$ cat src/rtl/capl_pkg.sv
package capl_pkg;
  localparam logic [7:0] ADDR_AVAIL_HI = 8'h03;
  localparam logic [7:0] ADDR_AVAIL_LO = 8'h17;
  localparam logic [7:0] ADDR_FULL_HI  = 8'h05;
  localparam logic [7:0] ADDR_FULL_LO  = 8'h06;
  localparam int SHRINK_NUM   = 241;
  localparam int SHRINK_SHIFT = 8;

  typedef struct packed {
    logic incr;
    logic decrOne;
    logic decrTwo;
    logic wrAvailHi;
    logic wrAvailLo;
    logic learn;
  } ctrlStrobes_t;
endpackage

$ cat src/rtl/capl_control.sv
module capl_control
  import capl_pkg::*;
(
  input  logic         clk,
  input  logic         rstN,
  input  logic         chgPulse,
  input  logic         dsgPulse,
  input  logic         selfDsgPulse,
  input  logic         validChgEvt,
  input  logic         emptyFlag,
  input  logic         dischargeValid,
  input  logic [7:0]   regAddr,
  input  logic         regWrEn,
  input  logic         atFull,
  output ctrlStrobes_t stb,
  output logic         vqFlag
);
  logic armedQ;
  logic wrHi, wrLo, wrAvail;
  logic [1:0] downCnt;

  assign wrHi    = regWrEn && (regAddr == ADDR_AVAIL_HI);
  assign wrLo    = regWrEn && (regAddr == ADDR_AVAIL_LO);
  assign wrAvail = wrHi || wrLo;
  assign downCnt = {1'b0, dsgPulse} + {1'b0, selfDsgPulse};

  always_comb begin
    stb = '0;
    stb.wrAvailHi = wrHi;
    stb.wrAvailLo = wrLo;
    stb.learn     = validChgEvt && armedQ && dischargeValid;
    if (!wrAvail) begin
      if (chgPulse) begin
        stb.incr    = (downCnt == 2'd0);
        stb.decrOne = (downCnt == 2'd2);
      end else begin
        stb.decrOne = (downCnt == 2'd1);
        stb.decrTwo = (downCnt == 2'd2);
      end
    end
  end

  always_ff @(posedge clk or negedge rstN) begin
    if (!rstN) begin
      armedQ <= 1'b0;
      vqFlag <= 1'b0;
    end else begin
      if (emptyFlag)        armedQ <= 1'b1;
      else if (validChgEvt) armedQ <= 1'b0;
      if (validChgEvt)                vqFlag <= 1'b1;
      else if (dsgPulse && atFull)    vqFlag <= 1'b0;
    end
  end

  p_vq_set_r8: assert property (@(posedge clk) disable iff (!rstN)
    validChgEvt |=> vqFlag);

  p_cancel_r4: assert property (@(posedge clk) disable iff (!rstN)
    (chgPulse && (dsgPulse ^ selfDsgPulse) && !wrAvail)
      |-> !(stb.incr || stb.decrOne || stb.decrTwo));

  p_no_learn_unqualified_r7: assert property (@(posedge clk) disable iff (!rstN)
    !dischargeValid |-> !stb.learn);
endmodule

$ cat src/rtl/capl_datapath.sv
module capl_datapath
  import capl_pkg::*;
#(
  parameter int CNT_W = 16,
  parameter logic [CNT_W-1:0] FULL_INIT = CNT_W'(4000)
) (
  input  logic             clk,
  input  logic             rstN,
  input  ctrlStrobes_t     stb,
  input  logic [CNT_W-1:0] dischargeCount,
  input  logic [7:0]       wrData,
  input  logic [7:0]       rdAddr,
  output logic [CNT_W-1:0] availQ,
  output logic [CNT_W-1:0] fullQ,
  output logic             atFull,
  output logic [7:0]       rdData
);
  localparam int PROD_W = CNT_W + SHRINK_SHIFT;

  logic [PROD_W-1:0] prod;
  logic [CNT_W-1:0]  shrunk;
  logic [CNT_W-1:0]  stepNext, fullNext, availNext;
  logic [15:0]       availWide, fullWide, wrCand;

  assign prod      = PROD_W'(fullQ) * PROD_W'(SHRINK_NUM);
  assign shrunk    = prod[PROD_W-1:SHRINK_SHIFT];
  assign availWide = 16'(availQ);
  assign fullWide  = 16'(fullQ);
  assign atFull    = (availQ == fullQ);

  always_comb begin
    wrCand = availWide;
    if (stb.wrAvailHi) wrCand = {wrData, availWide[7:0]};
    if (stb.wrAvailLo) wrCand = {availWide[15:8], wrData};
  end

  always_comb begin
    stepNext = availQ;
    if (stb.wrAvailHi || stb.wrAvailLo)
      stepNext = (wrCand > fullWide) ? fullQ : CNT_W'(wrCand);
    else if (stb.incr)
      stepNext = (availQ >= fullQ) ? fullQ : availQ + 1'b1;
    else if (stb.decrTwo)
      stepNext = (availQ < CNT_W'(2)) ? '0 : availQ - CNT_W'(2);
    else if (stb.decrOne)
      stepNext = (availQ == '0) ? '0 : availQ - 1'b1;

    fullNext = fullQ;
    if (stb.learn)
      fullNext = (dischargeCount < shrunk) ? shrunk : dischargeCount;

    availNext = (stepNext > fullNext) ? fullNext : stepNext;
  end

  always_ff @(posedge clk or negedge rstN) begin
    if (!rstN) begin
      availQ <= '0;
      fullQ  <= FULL_INIT;
    end else begin
      availQ <= availNext;
      fullQ  <= fullNext;
    end
  end

  always_comb begin
    case (rdAddr)
      ADDR_AVAIL_HI: rdData = availWide[15:8];
      ADDR_AVAIL_LO: rdData = availWide[7:0];
      ADDR_FULL_HI:  rdData = fullWide[15:8];
      ADDR_FULL_LO:  rdData = fullWide[7:0];
      default:       rdData = 8'h00;
    endcase
  end

  p_avail_bound_r2: assert property (@(posedge clk) disable iff (!rstN)
    availQ <= fullQ);

  p_floor_r3: assert property (@(posedge clk) disable iff (!rstN)
    (stb.decrOne && availQ == '0 && !stb.learn) |=> availQ == '0);

  p_shrink_r6: assert property (@(posedge clk) disable iff (!rstN)
    (stb.learn && dischargeCount < shrunk) |=> fullQ == $past(shrunk));

  p_learn_clamp_r12: assert property (@(posedge clk) disable iff (!rstN)
    stb.learn |=> availQ <= fullQ);
endmodule

$ cat src/rtl/capacity_learner.sv
module capacity_learner
  import capl_pkg::*;
#(
  parameter int CNT_W = 16,
  parameter logic [CNT_W-1:0] FULL_INIT = CNT_W'(4000)
) (
  input  logic             clk,
  input  logic             rstN,
  input  logic             chgPulse,
  input  logic             dsgPulse,
  input  logic             selfDsgPulse,
  input  logic             validChgEvt,
  input  logic             emptyFlag,
  input  logic             dischargeValid,
  input  logic [CNT_W-1:0] dischargeCount,
  input  logic [7:0]       regAddr,
  input  logic             regWrEn,
  input  logic [7:0]       regWrData,
  output logic [7:0]       regRdData,
  output logic [CNT_W-1:0] availCount,
  output logic [CNT_W-1:0] fullRef,
  output logic             validChgFlag
);
  ctrlStrobes_t stb;
  logic atFull;

  capl_control ctrl_i (
    .clk(clk), .rstN(rstN), .chgPulse(chgPulse), .dsgPulse(dsgPulse),
    .selfDsgPulse(selfDsgPulse), .validChgEvt(validChgEvt),
    .emptyFlag(emptyFlag), .dischargeValid(dischargeValid),
    .regAddr(regAddr), .regWrEn(regWrEn), .atFull(atFull),
    .stb(stb), .vqFlag(validChgFlag)
  );

  capl_datapath #(.CNT_W(CNT_W), .FULL_INIT(FULL_INIT)) dp_i (
    .clk(clk), .rstN(rstN), .stb(stb), .dischargeCount(dischargeCount),
    .wrData(regWrData), .rdAddr(regAddr), .availQ(availCount),
    .fullQ(fullRef), .atFull(atFull), .rdData(regRdData)
  );

  initial begin
    a_width_r9: assert (CNT_W >= 9 && CNT_W <= 16)
      else $error("CNT_W out of range");
  end
endmodule

$ cat config.mk
export PLATFORM = sky130hd
export DESIGN_NAME = capacity_learner
export DESIGN_NICKNAME = d
export VERILOG_FILES = /design/src/rtl/capl_pkg.sv /design/src/rtl/capl_control.sv /design/src/rtl/capl_datapath.sv /design/src/rtl/capacity_learner.sv
export SDC_FILE = /design/constraint.sdc
export NUM_CORES = 1
export LEC_CHECK = 0
export ABC_AREA = 1
export BUFFER_PORTS_ARGS = -buffer_cell sky130_fd_sc_hd__buf_4
export CAP_MARGIN = 20
export CORE_UTILIZATION = 35
export CTS_CLUSTER_DIAMETER = 50
export DETAILED_ROUTE_END_ITERATION = 10
export SLEW_MARGIN = 20
export SYNTH_ARGS = -nofsm -noshare
export SYNTH_HDL_FRONTEND = slang
export SYNTH_SLANG_ARGS = --single-unit
$ cat constraint.sdc
create_clock -name clk -period 18.1 [get_ports clk]
set_input_delay 1.81 -clock clk [delete_from_list [all_inputs] [get_ports clk]]
set_output_delay 1.81 -clock clk [all_outputs]
set_load 0.02 [all_outputs]
==> impl_metrics.csv <==
group,metric,value,unit
outcome,status,"finished, final reports clean",
sta,finalClockSkew,4.73,ps
synth,yosysTopAreaCell,"ha_1",
clocking,post-cts-setup-buffer-count,0,
clocking,insertion_delay,280,ps
global_routing,grt_usage,24.5,%
sta,final_max_slew_viol_count,0,
drt,wl_per_cell,18.4,um
clocking,cts_buffer_depth,2,
setup_path,r2r-end,"dp_i.availQ[8]$_DFF_PN0_",
synth,postSynthCellCount,1152,
setup_path,crit_path_start,"dp_i.fullQ[8]$_DFF_PN1_",
setup_path,path_max_fanout,17,
cells_and_area,area_delta_synth_final,12.5,%
floorplan,die_height,151,um
synth,synthFlopType,"dfrtp_1",
setup_path,worstPathRequired,18270,ps
sta,worstMarginPinSlew,1050,ps
clocking,cts_resized,0,
floorplan,die_w,151,um
sta,maxSlewHeadroom,29.1,%
synth,ys_top_cells_by_area,"ha_1, nand2_1, fa_1, dfrtp_1, nand3_1",
placed_design,dp_slack,9770,ps
cells_and_area,antenna_cells,0,
sta,max_freq,119,MHz
floorplan,io_pins,82,
cells_and_area,drive_above_1_share,12.0,%
floorplan,initial_core_util,35.8,%
synth,ys_seq_elements,34,
synth,avgSynthCellArea,6.78,um2
clocking,cts_tree,"built",
sta,hold_viol,0,
setup_path,arrival,8580,ps
drt,wl_met2,13.0,mm
synth,synth_area,0.00781,mm2
synth,synth_cell_type_count,63,
sta,fin_crit,8410,ps
setup_path,cp-endpoint,"dp_i.availQ[8]$_DFF_PN0_",
setup_path,cp-start-kind,"flop",
sta,fin_crit_sh,46.5,%
clocking,root_buffer,"clkbuf_16",
drt,drtIter0Drc,604,
sta,rsz0062_at_grt,"no",
global_routing,grt_overflow,0,
synth,async_reset_ff_share,100,%
setup_path,criticalPathCategory,"reg -> reg",
setup_path,cp_common_cell,"nand2_1",
sta,final.setup.worst_slack,9690,ps
synth,syn_nets,1349,
floorplan,coreArea,0.0218,mm2
clocking,clk_pin_slew,50,ps
drt,drt-vias-per-instance,5.40,
sta,setup_viol,0,
placed_design,place_hpwl,22.4,mm
cells_and_area,multi_input_area,0.00619,mm2
drt,drt-pass1-iter-count,5,
cells_and_area,nFillCells,2336,
floorplan,dieArea,0.0229,mm2
drt,route.detailed.drc,0,
global_routing,antenna_found_initial,0,
setup_path,r2r_cells,35,
drt,wl_met1,11.7,mm
run,cap_violations,0,
cells_and_area,seq_area,858,um2
drt,routed_wl,27.6,mm
drt,ant_nets,0,
setup_path,crit_slowest_cell,"dfstp_2",
global_routing,grt_pass1_vias,7605,
synth,synth_edf_count,0,
clocking,clock-sinks,34,
placed_design,gp_congestion,0.971,
setup_path,crit_path_max_incr_delay,720,ps
setup_path,worstReg2RegStart,"dp_i.fullQ[8]$_DFF_PN1_",
placed_design,portBuffers,81,
drt,dr_total_vias,8090,
global_routing,grt_pass1_wl,42.6,mm
drt,wl_met3,1.94,mm
global_routing,grt_max_degree,35,
cells_and_area,fin_nets,1413,
clocking,cts_buffers,5,
setup_path,worstSetupEndpointType,"flop",
clocking,htreeDepth,2,
clocking,cts_hold_buf,0,
drt,top_layer,"met4",
synth,seq_area_frac_synth,11.0,%
cells_and_area,final_common_cell,"nand2_1",
min_path,holdCritPathClass,"reg -> reg",
synth,synth_top_cell_area_share,18.9,%
sta,tns,0,ps
cells_and_area,final_cell_mix,"nand2_1, inv_1, nand3_1",
synth,synth_warnings,0,
setup_path,reg2reg_slack,9690,ps
floorplan,std_cell_rows,54,
==> logic make-up after synthesis <==
group | count (synthesis) | share of synthesized area (%)
AO/OA/AOI/OAI | 157 | 12.2
XOR/XNOR | 37 | 4.15
adder cells (fa/ha/maj) | 156 | 28.6
buffers and inverters | 182 | 9.74
flip-flops | 34 | 11.0
AND/OR/NAND/NOR | 586 | 34.3
==> critical path, delay by kind of cell, from the launching register on <==
family                   cells  cell delay, ps
buffers and inverters        5             880
AO/OA/AOI/OAI                9            1940
adder cells (fa/ha/maj)      7            2850
XOR/XNOR                     1             340
flip-flops                   1             720
AND/OR/NAND/NOR             13            1540
==> layer usage <==
metal,track usage [%],up-vias
li1,-,3957
met1,32.3,3727
met5,0,-
met2,41.6,343
met4,8.95,0
met3,1.93,63
==> area by class of cell <==
type                            count  share of cell area (%)
Timing Repair Buffer               85                    7.26
Clock buffer                        8                    1.67
Sequential cell                    34                    9.77
Multi-Input combinational cell    936                    70.5
Tap cell                          280                    3.99
Inverter                          154                    6.85
==> sequential cells by signal, indices dropped and copies added (netlist names) <==
name,count
dp_i.availQ,16
dp_i.fullQ,16
ctrl_i.armedQ,1
ctrl_i.vqFlag,1
==> synthesized netlist by cell type, drive strengths merged, types with 9 or more instances <==
cell type / instances
buf: 19
inv: 151
nand3: 142
nand2: 324
nor2: 60
dfrtp: 28
fa: 38
ha: 118
o21ai: 55
nor3: 21
nand4: 15
a21oi: 55
xor2: 31
clkbuf: 9
==> how the worst min path moves through the flow <==
stage                                         start                         to  cells past startpoint
final                     ctrl_i.vqFlag$_DFFE_PN0P_  ctrl_i.vqFlag$_DFFE_PN0P_                      1
after global routing      ctrl_i.vqFlag$_DFFE_PN0P_  ctrl_i.vqFlag$_DFFE_PN0P_                      1
after CTS                 ctrl_i.vqFlag$_DFFE_PN0P_  ctrl_i.vqFlag$_DFFE_PN0P_                      1
after detailed placement  ctrl_i.vqFlag$_DFFE_PN0P_  ctrl_i.vqFlag$_DFFE_PN0P_                      1
after global placement    ctrl_i.vqFlag$_DFFE_PN0P_  ctrl_i.vqFlag$_DFFE_PN0P_                      1
after floorplan           ctrl_i.armedQ$_DFFE_PN0P_  ctrl_i.armedQ$_DFFE_PN0P_                      2
==> through the flow <==
step | hold WS (ps) | instances | util [%] | instance area [um2]
after floorplan | 486 | 1152 | - | 7810
after global placement | 468 | 1489 | 39.6 | 8640
after detailed placement | 475 | 1489 | 39.6 | 8640
after CTS | 488 | 1497 | 40.3 | 8790
after global routing | 502 | 1497 | 40.3 | 8790
final | 483 | 1497 | 40.3 | 8790
Power is left out: the tool's default activity adds up to more than one toggle a clock period on the data nets, which glitch-free logic cannot reach.
